--- src/rtl/ps2_rx_pkg.sv ---
package ps2_rx_pkg;
  typedef enum logic [0:0] {ST_IDLE, ST_RECV} rxState_t;

  typedef struct packed {
    logic startFrame;
    logic shiftBit;
    logic finish;
    logic abort;
  } rxStrobe_t;
endpackage

--- src/rtl/ps2_rx_datapath.sv ---
module ps2_rx_datapath
  import ps2_rx_pkg::*;
#(
  parameter int DEB_CYCLES = 8,
  parameter int DATA_BITS  = 8
) (
  input  logic                 clk,
  input  logic                 rstN,
  input  logic                 kbClkIn,
  input  logic                 kbDataIn,
  input  rxStrobe_t            strb,
  output logic                 fallPulse,
  output logic                 sampledBit,
  output logic                 testClk,
  output logic                 testData,
  output logic [DATA_BITS-1:0] rxByte,
  output logic                 rxValid,
  output logic                 parityErr,
  output logic                 timeoutErr
);
  localparam int FRAME_BITS = DATA_BITS + 1;
  localparam int DEB_W      = $clog2(DEB_CYCLES + 1);

  logic [1:0]            clkSync, dataSync;
  logic                  clkStable;
  logic [DEB_W-1:0]      debCnt;
  logic [FRAME_BITS-1:0] shiftReg;

  always_ff @(posedge clk) begin
    if (!rstN) begin
      clkSync  <= 2'b11;
      dataSync <= 2'b11;
    end else begin
      clkSync  <= {clkSync[0], kbClkIn};
      dataSync <= {dataSync[0], kbDataIn};
    end
  end

  assign testClk  = clkSync[1];
  assign testData = dataSync[1];

  // debounce: a level must differ for DEB_CYCLES cycles before it is taken
  always_ff @(posedge clk) begin
    if (!rstN) begin
      clkStable  <= 1'b1;
      debCnt     <= '0;
      fallPulse  <= 1'b0;
      sampledBit <= 1'b1;
    end else begin
      fallPulse <= 1'b0;
      if (clkSync[1] == clkStable) begin
        debCnt <= '0;
      end else if (debCnt == DEB_W'(DEB_CYCLES - 1)) begin
        clkStable <= clkSync[1];
        debCnt    <= '0;
        if (!clkSync[1]) begin
          fallPulse  <= 1'b1;
          sampledBit <= dataSync[1];
        end
      end else begin
        debCnt <= debCnt + 1'b1;
      end
    end
  end

  always_ff @(posedge clk) begin
    if (!rstN) begin
      shiftReg   <= '0;
      rxByte     <= '0;
      rxValid    <= 1'b0;
      parityErr  <= 1'b0;
      timeoutErr <= 1'b0;
    end else begin
      if (strb.startFrame) shiftReg <= '0;
      else if (strb.shiftBit) shiftReg <= {sampledBit, shiftReg[FRAME_BITS-1:1]};
      rxValid    <= strb.finish;
      timeoutErr <= strb.abort;
      parityErr  <= 1'b0;
      if (strb.finish) begin
        rxByte    <= shiftReg[DATA_BITS-1:0];
        parityErr <= ~(^shiftReg) | ~sampledBit;
      end
    end
  end

  assert_err_with_byte_R2: assert property (@(posedge clk) disable iff (!rstN)
    parityErr |-> rxValid);
  assert_timeout_no_byte_R5: assert property (@(posedge clk) disable iff (!rstN)
    timeoutErr |-> !rxValid);
  assert_fall_on_low_R4: assert property (@(posedge clk) disable iff (!rstN)
    fallPulse |-> !clkStable);
  assert_valid_single_R1: assert property (@(posedge clk) disable iff (!rstN)
    rxValid |=> !rxValid);
endmodule

--- src/rtl/ps2_rx_control.sv ---
module ps2_rx_control
  import ps2_rx_pkg::*;
#(
  parameter int TIMEOUT_CYCLES = 500000,
  parameter int FRAME_BITS     = 9
) (
  input  logic      clk,
  input  logic      rstN,
  input  logic      fallPulse,
  input  logic      sampledBit,
  input  logic      inhibitReq,
  input  logic      bufFull,
  output rxStrobe_t strb,
  output logic      kbClkHoldLow
);
  localparam int CNT_W = $clog2(FRAME_BITS + 2);
  localparam int TO_W  = $clog2(TIMEOUT_CYCLES + 1);

  rxState_t         state, nextState;
  logic [CNT_W-1:0] bitCnt;
  logic [TO_W-1:0]  tCnt;
  logic             edgeSeen;

  assign edgeSeen = fallPulse & ~kbClkHoldLow;

  always_comb begin
    strb      = '0;
    nextState = state;
    case (state)
      ST_IDLE: if (edgeSeen && !sampledBit) begin
        strb.startFrame = 1'b1;
        nextState       = ST_RECV;
      end
      default: begin
        if (tCnt == TO_W'(TIMEOUT_CYCLES - 1)) begin
          strb.abort = 1'b1;
          nextState  = ST_IDLE;
        end else if (edgeSeen) begin
          if (bitCnt == CNT_W'(FRAME_BITS)) begin
            strb.finish = 1'b1;
            nextState   = ST_IDLE;
          end else begin
            strb.shiftBit = 1'b1;
          end
        end
      end
    endcase
  end

  always_ff @(posedge clk) begin
    if (!rstN) begin
      state        <= ST_IDLE;
      bitCnt       <= '0;
      tCnt         <= '0;
      kbClkHoldLow <= 1'b0;
    end else begin
      state        <= nextState;
      kbClkHoldLow <= (inhibitReq | bufFull) & (nextState == ST_IDLE);
      if (strb.startFrame) begin
        bitCnt <= '0;
        tCnt   <= '0;
      end else if (state == ST_RECV) begin
        tCnt <= tCnt + 1'b1;
        if (strb.shiftBit) bitCnt <= bitCnt + 1'b1;
      end
    end
  end

  assert_bitcnt_range_R1: assert property (@(posedge clk) disable iff (!rstN)
    (state == ST_RECV) |-> (bitCnt <= CNT_W'(FRAME_BITS)));
  assert_hold_only_idle_R6: assert property (@(posedge clk) disable iff (!rstN)
    kbClkHoldLow |-> (state == ST_IDLE));
  assert_timer_bound_R5: assert property (@(posedge clk) disable iff (!rstN)
    (state == ST_RECV) |-> (tCnt < TO_W'(TIMEOUT_CYCLES)));
endmodule

--- src/rtl/ps2_kbd_rx.sv ---
module ps2_kbd_rx
  import ps2_rx_pkg::*;
#(
  parameter int DEB_CYCLES     = 8,
  parameter int TIMEOUT_CYCLES = 500000,
  parameter int DATA_BITS      = 8
) (
  input  logic                 clk,
  input  logic                 rstN,
  input  logic                 kbClkIn,
  input  logic                 kbDataIn,
  input  logic                 inhibitReq,
  input  logic                 bufFull,
  output logic                 kbClkHoldLow,
  output logic [DATA_BITS-1:0] rxByte,
  output logic                 rxValid,
  output logic                 parityErr,
  output logic                 timeoutErr,
  output logic                 testClk,
  output logic                 testData
);
  rxStrobe_t strb;
  logic      fallPulse, sampledBit;

  ps2_rx_datapath #(.DEB_CYCLES(DEB_CYCLES), .DATA_BITS(DATA_BITS)) u_datapath (
    .clk(clk), .rstN(rstN), .kbClkIn(kbClkIn), .kbDataIn(kbDataIn), .strb(strb),
    .fallPulse(fallPulse), .sampledBit(sampledBit), .testClk(testClk),
    .testData(testData), .rxByte(rxByte), .rxValid(rxValid),
    .parityErr(parityErr), .timeoutErr(timeoutErr)
  );

  ps2_rx_control #(.TIMEOUT_CYCLES(TIMEOUT_CYCLES), .FRAME_BITS(DATA_BITS + 1)) u_control (
    .clk(clk), .rstN(rstN), .fallPulse(fallPulse), .sampledBit(sampledBit),
    .inhibitReq(inhibitReq), .bufFull(bufFull), .strb(strb),
    .kbClkHoldLow(kbClkHoldLow)
  );
endmodule

--- config.mk ---
export PLATFORM = sky130hd
export DESIGN_NAME = ps2_kbd_rx
export DESIGN_NICKNAME = d
export VERILOG_FILES = /design/src/rtl/ps2_rx_pkg.sv /design/src/rtl/ps2_rx_datapath.sv /design/src/rtl/ps2_rx_control.sv /design/src/rtl/ps2_kbd_rx.sv
export SDC_FILE = /design/constraint.sdc
export NUM_CORES = 1
export LEC_CHECK = 0
export ABC_CLOCK_PERIOD_IN_PS = 2700
export BUFFER_PORTS_ARGS = -buffer_cell sky130_fd_sc_hd__buf_2
export CAP_MARGIN = 10
export CORE_MARGIN = 10
export CORE_UTILIZATION = 63
export CTS_CLUSTER_DIAMETER = 40
export DETAILED_ROUTE_END_ITERATION = 10
export PLACE_DENSITY = 0.83
export SLEW_MARGIN = 10
export SYNTH_ARGS = -nofsm -noshare
export SYNTH_HDL_FRONTEND = slang
export SYNTH_SLANG_ARGS = --single-unit
--- constraint.sdc ---
create_clock -name clk -period 2.7 [get_ports clk]
set_input_delay 0 -clock clk [delete_from_list [all_inputs] [get_ports clk]]
set_output_delay 0 -clock clk [all_outputs]
set_load 0.01 [all_outputs]
After elaboration in Yosys (flattened, before gate mapping). Index checks and enable logic that the tools add are counted.

RAM bits: 0. Bits in read-only memories: 0. Register bits after elaboration: 56. Output and inout port bits: 14. Word-level logic and storage cells: 57. Bits in latches: 0. Memories: 0.

Add/sub/neg operators: 3. Shift-type cells: 0. Reductions and logical operators: 11. Multiplexer cells: 12. Div/mod/pow operators: 0. $lt $le $gt $ge: 0. Eq/ne operators: 4. Bitwise operators: 12. $mul: 0.

Operators with widths (count): adder 19 x 1 -> 19 bit, second input constant (1); == test 19 bit, second input constant (1); two-way mux 1 bit (9); XOR reduction 9 bit (1); adder 4 x 1 -> 4 bit, second input constant (2); inverter 1 bit (8); AND reduction 2 bit (4); OR reduction 3 bit (2); == test 4 x 3 -> 1 bit, second input constant (1); == test 4 bit, second input constant (1); two-way mux 2 bit (2); two-way mux 3 bit (1); AND reduction 3 bit (1); bitwise AND 1 bit (2); OR 1 bit (2); OR reduction 2 bit (1); == test 1 bit (1); logical AND 1 bit (1); logical NOT 1 bit (1).

Depth between registers and ports, before layout. Gate-level depths: netlist of the first run.

Depth in word-level cells: 7. Depth in mapped cells: 8.

Cells and area by module. Synthesis of the first run repeated with hierarchy kept, for this count alone.

Cell total of the unflattened synthesis: 238. Area, all modules: 2401.1 um^2.

By module, submodules not included: ps2_rx_control (area an instance 1252.5 um^2, cells an instance 133, instances 1); ps2_rx_datapath (area an instance 1148.6 um^2, cells an instance 105, instances 1).

Worst setup path after synthesis of the first run. Ideal clock, no wire load.

Path kind: reg-to-reg. From: reg u_control.tCnt[6]. To: reg u_control.bitCnt[0]. Period minus slack after synthesis: 1.743 ns. Setup time: 0.072 ns. Cell stages (with the launch flop): 6. Arrival time: 1.671 ns. Required time: 2.628 ns. Setup slack: 0.957 ns. Path through: dfxtp_1 -> or4b_4 -> nor4_4 -> a21oi_2 -> nand2_4 -> mux2i_1.

Word-level cells in the longest chain between the ends: 4.

Ends and longest elaborated chain: start: declaration (RTL line ps2_rx_control.sv:21) `logic [TO_W-1:0] tCnt;`; start signal: assignment (RTL line ps2_rx_control.sv:63) `tCnt <= tCnt + 1'b1;`; == test 19 bit (RTL line ps2_rx_control.sv:35) `if (tCnt == TO_W'(TIMEOUT_CYCLES - 1)) begin`; two-way mux 2 bit (RTL line ps2_rx_control.sv:35); two-way mux 3 bit (RTL line ps2_rx_control.sv:29) `case (state)`; AND reduction 2 bit (no source line); end signal: assignment (RTL line ps2_rx_control.sv:64) `if (strb.shiftBit) bitCnt <= bitCnt + 1'b1;`; end: declaration (RTL line ps2_rx_control.sv:20) `logic [CNT_W-1:0] bitCnt;`.

Every way passes these cells. A chain may end at the register's enable or synchronous reset.

Worst setup path after layout of the first run.
From: reg u_control.bitCnt[0]. To: reg u_datapath.parityErr.

Word-level cells in the longest chain between the ends: 6.

Ends and longest elaborated chain: == test 4 bit (RTL line ps2_rx_control.sv:39) `if (bitCnt == CNT_W'(FRAME_BITS)) begin`; two-way mux 1 bit (RTL line ps2_rx_control.sv:39); two-way mux 2 bit (RTL line ps2_rx_control.sv:38) `end else if (edgeSeen) begin`; two-way mux 2 bit (RTL line ps2_rx_control.sv:35); two-way mux 3 bit (RTL line ps2_rx_control.sv:29); AND reduction 2 bit (no source line); end signal: assignment (RTL line ps2_rx_datapath.sv:81) `parityErr <= ~(^shiftReg) | ~sampledBit;`; end: declaration (RTL line ps2_rx_datapath.sv:18) `output logic parityErr,`.

Every way passes these cells.

==> results of run 1 <==
[per-layer routing]
metal | up-vias | routed length [µm] | track usage
li1 | 923 | - | -
met3 | 5 | 241 | 0.04752
met1 | 829 | 2051 | 0.1786
met5 | - | 0 | 0
met2 | 39 | 2089 | 0.2278
met4 | 0 | 76 | 0.05518
[metrics by stage]
step | power, mW | util | area [µm²]
5_1_grt | 1.346 | 0.7242 | 2691
3_3_place_gp | 0.8813 | 0.6926 | 2574
2_1_floorplan | 0.8724 | - | 2462
3_5_place_dp | 0.8823 | 0.6926 | 2574
4_1_cts | 1.308 | 0.7242 | 2691
6_report | 1.294 | 0.7242 | 2691
[registers in the layout (all words and copies together), names as in the netlist, 2 cells and up]
name and flops:
u_datapath.rxByte 8, u_datapath.dataSync 2, u_datapath.debCnt 4, u_datapath.clkSync 2
u_control.bitCnt 4, u_control.tCnt 19, u_datapath.shiftReg 9
[power groups by stage]
stage	Combinational [mW]	Sequential (mW)	Clock, mW
floorplan	0.0209	0.851	0
finish	0.0363	0.831	0.426
detailed placement	0.0314	0.851	0
global placement	0.0305	0.851	0
CTS	0.0363	0.832	0.440
global route	0.0414	0.832	0.472
[critical path: cells and delay by family, from the launching register on]
| family | cells | cell delay [ns] |
|---|---|---|
| fa+ha+maj | 1 | 0.17 |
| flops | 1 | 0.41 |
| simple gates | 3 | 0.58 |
| compound gates | 2 | 0.89 |
[layout make-up]
type	instances	area, µm²	share of cell area
Sequential cell	56	1121	0.4166
Tap cell	48	60.06	0.02232
Clock buffer	6	72.57	0.02696
Clock inverter	1	5.005	0.001860
Multi-Input combinational cell	187	1256	0.4668
Timing Repair Buffer	24	142.6	0.05300
Inverter	9	33.78	0.01255
[synthesized netlist by cell type, types with 3 or more instances]
cell type | number | share of area
o21ai_0 | 4 | 0.0081
or3_1 | 3 | 0.0076
inv_1 | 9 | 0.014
nor3_1 | 6 | 0.012
nand2b_1 | 8 | 0.020
nand3_1 | 19 | 0.039
ha_1 | 5 | 0.025
dfxtp_1 | 56 | 0.46
xnor2_1 | 20 | 0.071
nand2_1 | 26 | 0.040
and3_1 | 3 | 0.0076
clkbuf_1 | 3 | 0.0046
mux2i_1 | 11 | 0.045
nand4_1 | 3 | 0.0076
o21ai_2 | 8 | 0.028
a21oi_1 | 5 | 0.010
xor2_1 | 6 | 0.021
nor2_1 | 27 | 0.041
[how the worst max path moves through the flow]
stage | to | startpoint | slack, ns
3_5_place_dp | u_datapath.parityErr$_SDFF_PN0_ | u_control.bitCnt[0]$_SDFFE_PP0P_ | 0.59
6_report | u_datapath.parityErr$_SDFF_PN0_ | u_control.bitCnt[0]$_SDFFE_PP0P_ | 0.57
4_1_cts | u_datapath.parityErr$_SDFF_PN0_ | u_control.bitCnt[0]$_SDFFE_PP0P_ | 0.57
3_3_place_gp | u_datapath.parityErr$_SDFF_PN0_ | u_control.tCnt[6]$_SDFFE_PP0P_ | 0.68
5_1_grt | u_datapath.parityErr$_SDFF_PN0_ | u_control.bitCnt[0]$_SDFFE_PP0P_ | 0.42
2_1_floorplan | u_control.bitCnt[0]$_SDFFE_PP0P_ | u_control.tCnt[6]$_SDFFE_PP0P_ | 0.96
[kinds of logic (layout without fill, tap and decap cells)]
kind of cell,Yosys count,count (layout),share of synthesized area
adders and majority gates,5,5,0.02541
and+or+nand+nor,118,118,0.2663
DFF,56,56,0.4553
muxes,11,11,0.04472
AOI/OAI and AO/OA,27,27,0.07927
xor gates and xnor gates,26,26,0.09248
buffers and inverters,17,40,0.03658
[what timing repair did]
item / 4_1_cts / 5_1_grt
setup buffers: 0 / 0
endpoints found under the hold margin: 3 / 0
setup endpoints to repair: 0 / 0
hold buffers: 4 / 0
==> summary.txt, run 1 <==
Status -> finished clean
Peak Freq -> 470.1 MHz
Via-per-instance ratio -> 5.426
Via count -> 1796
PortBufs -> 19
Nets -> 294
Placed cell count -> 320
DR pass1 iterations -> 4
Post-detailed-route count of antenna-violating nets -> 0
Power Dens Cells -> 480.7 mW/mm²
Total Routing Usage GR -> 0.1442
Cells after Synth -> 260
Hold Path Depth -> 2
TNS Setup -> 0 ns
Reg2reg start -> u_control.bitCnt[0]$_SDFFE_PP0P_
Post-DP HPWL -> 3237 µm
Endpoint, Worst Hold -> u_datapath.dataSync[1]$_SDFF_PN1_
Critical Path Source Type -> flop
EDFF count, synth -> 0
Leakage -> 1.105 nW
Finished Layout Cells -> 331
Warnings, synthesis -> 0
Crit Path Class -> reg2reg
Post-CTS sizing -> 0
Seq/Total Area, Yosys -> 0.4553
Flop pwr share -> 0.643
Syn Nets -> 271
Placement Rows -> 22
GP Congestion -> 0.8546
Die area -> 0.006810 mm²
CP Cell Sequence -> ha_1, and3b_1, nand3_1, a21oi_2, and2_4, a21boi_1
CTS Sinks -> 56
P_sw -> 273.2 µW
Clock Skew -> 0.01007 ns
# diodes -> 0
Nature of the critical path endpoint -> flop
Final hold violation count -> 0
Worst-Margin Slew -> 0.9843 ns
Crit path max fanout -> 17
Sw frac -> 0.2112
Antenna violations before repair -> 0
Avg Synthesized Cell Area -> 9.471 µm²
Pre-CTS setup slack -> 0.5869 ns
Pins Over Slew Limit -> 0
R2R setup slack -> 0.57 ns
CTS max path bufs -> 2
Comb pwr share -> 0.028
Vias in the first global route -> 1694
Worst Hold Class -> in2reg
Clock slew at reported path FFs -> 0.09 ns
Setup-failing EPs final -> 0
Wire length per cell -> 13.47 µm
Max cap viols -> 0
Area growth from synthesis to layout -> 9.299%
RR Endpoint -> u_datapath.parityErr$_SDFF_PN0_
Internal power -> 1.020 mW
Slew Limit Headroom -> 0.3438
Maximum number of pins on one net before global-route repair -> 30
Top_reg_cell synth -> dfxtp_1
Worst-Skew Late Latency -> 0.31 ns
Yosys reg bits -> 56
Data arrival, critical path -> 2.37 ns
Fill cells -> 296
Drt drc -> 0
Initial Utilization -> 0.6626
R2R depth -> 6
# H-tree levels -> 2
VDD IR-drop max -> 404.8 µV
Cts bufs inserted -> 5
Synth cell types -> 46
Min cycle time layout -> 2.127 ns
Post-route setup slack -> 0.5728 ns
Worst Path Required -> 2.94 ns
Most frequent cells in the layout -> 56 x dfxtp_1, 27 x nor2_1, 26 x nand2_1
Critical path's slowest cell -> a21oi_2
Clock root buffer -> clkbuf_8
Most common cell after layout, fill and taps aside -> dfxtp_1
RSZ-0062 raised after global routing -> no
First-pass GRT wire length -> 7679 µm
1st-iter DRT viols -> 125
Congestion Overflow GR -> 0
Tcrit/Tclk final -> 0.7879
Post-Syn Area -> 0.002462 mm²
Io pins -> 20
Crit-path max cell delay -> 0.74 ns
Clk pwr share -> 0.329
DRT Wirelength -> 4458 µm
Hold path start -> rstN
Ys async rst share -> 0
Layout cells sized above 1 -> 0.1908
Core area -> 0.003716 mm²
Die H -> 82.52 µm
CTS tree -> yes
Hold_ws -> 0.1272 ns
Die width -> 82.52 µm
Note: power is estimated with default switching activity, not from simulation.
==> inputs of run 2 (changes only) <==
--- a/config.mk
+++ b/config.mk
@@ -5,14 +5,14 @@
 export SDC_FILE = /design/constraint.sdc
 export NUM_CORES = 1
 export LEC_CHECK = 0
-export ABC_CLOCK_PERIOD_IN_PS = 2700
+export ABC_CLOCK_PERIOD_IN_PS = 2100
 export BUFFER_PORTS_ARGS = -buffer_cell sky130_fd_sc_hd__buf_2
 export CAP_MARGIN = 10
 export CORE_MARGIN = 10
-export CORE_UTILIZATION = 63
+export CORE_UTILIZATION = 58
 export CTS_CLUSTER_DIAMETER = 40
 export DETAILED_ROUTE_END_ITERATION = 10
-export PLACE_DENSITY = 0.83
+export PLACE_DENSITY = 0.78
 export SLEW_MARGIN = 10
 export SYNTH_ARGS = -nofsm -noshare
 export SYNTH_HDL_FRONTEND = slang
==> constraint.sdc (replaced) <==
create_clock -name clk -period 2.1 [get_ports clk]
set_input_delay 0 -clock clk [delete_from_list [all_inputs] [get_ports clk]]
set_output_delay 0 -clock clk [all_outputs]
set_load 0.01 [all_outputs]
==> summary.txt, run 2 (synthesis results as in run 1) <==
Status -> finished clean (unchanged)
DR pass1 iterations -> 4 (unchanged)
Max cap viols -> 0 (unchanged)
Largest regs -> u_control.tCnt x19, u_datapath.shiftReg x9, u_datapath.rxByte x8 (unchanged)
RSZ-0062 raised after global routing -> no (unchanged)
Peak Freq -> 515.3 MHz (was 470.1 MHz)
Worst Path Required -> 2.31 ns (was 2.94 ns)
Die area -> 0.007251 mm² (was 0.006810 mm²)
Buffers & Inverters on Critical Path -> 2 (was 0)
Largest delay share family, worst path -> buffers and inverters (was compound AO/OA/AOI/OAI gates)
Io pins -> 20 (unchanged)
Via count -> 1783 (was 1796)
Post-CTS sizing -> 0 (unchanged)
Core area -> 0.004058 mm² (was 0.003716 mm²)
Clock Skew -> 0.009052 ns (was 0.01007 ns)
Critical path depth -> 6 (unchanged)
TNS Setup -> 0 ns (unchanged)
Post-detailed-route count of antenna-violating nets -> 0 (unchanged)
Largest Register -> u_control.tCnt (unchanged)
R2R depth -> 6 (unchanged)
Pins Over Slew Limit -> 0 (unchanged)
CTS max path bufs -> 2 (unchanged)
Leakage -> 1.116 nW (was 1.105 nW)
CTS tree -> yes (unchanged)
Cts bufs inserted -> 5 (unchanged)
Placement Rows -> 23 (was 22)
1st-iter DRT viols -> 102 (was 125)
Critical Path Source Type -> flop (unchanged)
Power, Total -> 1.692 mW (was 1.294 mW)
Data arrival, critical path -> 2.15 ns (was 2.37 ns)
Final hold violation count -> 0 (unchanged)
Tcrit/Tclk final -> 0.9241 (was 0.7879)
Max reg flops -> 19 (unchanged)
Total Routing Usage GR -> 0.1213 (was 0.1442)
Most frequent cells in the layout -> 56 x dfxtp_1, 27 x nor2_1, 26 x nand2_1 (unchanged)
# diodes -> 0 (unchanged)
CP Cell Sequence -> buf_4, nor3_1, and2b_2, o21ai_0, dlygate4sd3_1, nor2_1 (was ha_1, and3b_1, nand3_1, a21oi_2, and2_4, a21boi_1)
Wire length per cell -> 12.46 µm (was 13.47 µm)
Area growth from synthesis to layout -> 10.47% (was 9.299%)
First-pass GRT wire length -> 7293 µm (was 7679 µm)
Maximum number of pins on one net before global-route repair -> 30 (unchanged)
Antenna violations before repair -> 0 (unchanged)
Layout cells sized above 1 -> 0.1993 (was 0.1908)
Nets -> 296 (was 294)
# H-tree levels -> 2 (unchanged)
Most common cell after layout, fill and taps aside -> dfxtp_1 (unchanged)
Crit path max fanout -> 12 (was 17)
Power Dens Cells -> 622.2 mW/mm² (was 480.7 mW/mm²)
Clock slew at reported path FFs -> 0.10 ns (was 0.09 ns)
Vias in the first global route -> 1685 (was 1694)
Hold Path Depth -> 2 (unchanged)
Post-DP HPWL -> 3018 µm (was 3237 µm)
GP Congestion -> 0.8645 (was 0.8546)
Die H -> 85.16 µm (was 82.52 µm)
Congestion Overflow GR -> 0 (unchanged)
Worst Hold Class -> in2reg (unchanged)
Drt drc -> 0 (unchanged)
Crit-path max cell delay -> 0.57 ns (was 0.74 ns)
Setup-failing EPs final -> 0 (unchanged)
Min cycle time layout -> 1.941 ns (was 2.127 ns)
Clock root buffer -> clkbuf_8 (unchanged)
Initial Utilization -> 0.6068 (was 0.6626)
Via-per-instance ratio -> 5.307 (was 5.426)
VDD IR-drop max -> 438.5 µV (was 404.8 µV)
Worst-Margin Slew -> 0.4932 ns (was 0.9843 ns)
Critical path's slowest cell -> dlygate4sd3_1 (was a21oi_2)
Fill cells -> 340 (was 296)
Fin util -> 0.6704 (was 0.7242)
CTS Sinks -> 56 (unchanged)
DRT Wirelength -> 4186 µm (was 4458 µm)
Worst-Skew Late Latency -> 0.32 ns (was 0.31 ns)
Nature of the critical path endpoint -> flop (unchanged)
PortBufs -> 19 (unchanged)
Crit Path Class -> reg2reg (unchanged)
Slew Limit Headroom -> 0.6712 (was 0.3438)
Die width -> 85.16 µm (was 82.52 µm)
## run 2: cell type report
cell class	instances	area, µm²	share of cell area
Clock buffer	6	72.57	0.02668
Clock inverter	2	16.27	0.005980
Inverter	9	33.78	0.01242
Multi-Input combinational cell	187	1256	0.4618
Sequential cell	56	1121	0.4121
Tap cell	50	62.56	0.02300
Timing Repair Buffer	26	157.7	0.05796
## run 2: per-stage QoR
stage	hold WS [ns]	std cells	instance area, µm²	worst slack, ns
CTS	0.09937	336	2720	0.1742
global route	0.1217	336	2720	0.06084
global placement	0.1823	324	2591	0.2511
floorplan	0.1015	260	2462	0.3569
finish	0.1033	336	2720	0.1593
detailed placement	0.1868	324	2591	0.2331
## run 2: path summary, 6_finish.rpt
check,from,end,slack [ns]
worst max-delay path,u_control.state$_SDFF_PN0_,u_control.kbClkHoldLow$_SDFF_PN0_,0.16
worst max register to register,u_control.state$_SDFF_PN0_,u_control.kbClkHoldLow$_SDFF_PN0_,0.16
worst min register to register,u_datapath.dataSync[0]$_SDFF_PN1_,u_datapath.dataSync[1]$_SDFF_PN1_,0.41
worst min-delay path,rstN,u_datapath.dataSync[1]$_SDFF_PN1_,0.10
## run 2: report_power, final
group	internal (mW)	switching [mW]
sequential	1.07	0.00260
combinational	0.0182	0.0268
clock	0.238	0.341
total	1.32	0.370
## run 2: repair_timing
| action | CTS | global route |
|---|---|---|
| hold buffers | 4 | 0 |
| setup buffers | 0 | 0 |
| endpoints found under the hold margin | 3 | 0 |
## run 2: layer usage
layer / routed length [µm] / global-route usage
met5: 0 / 0
met4: 78 / 0.06287
met3: 254 / 0.05067
met2: 1811 / 0.1805
met1: 2041 / 0.1457
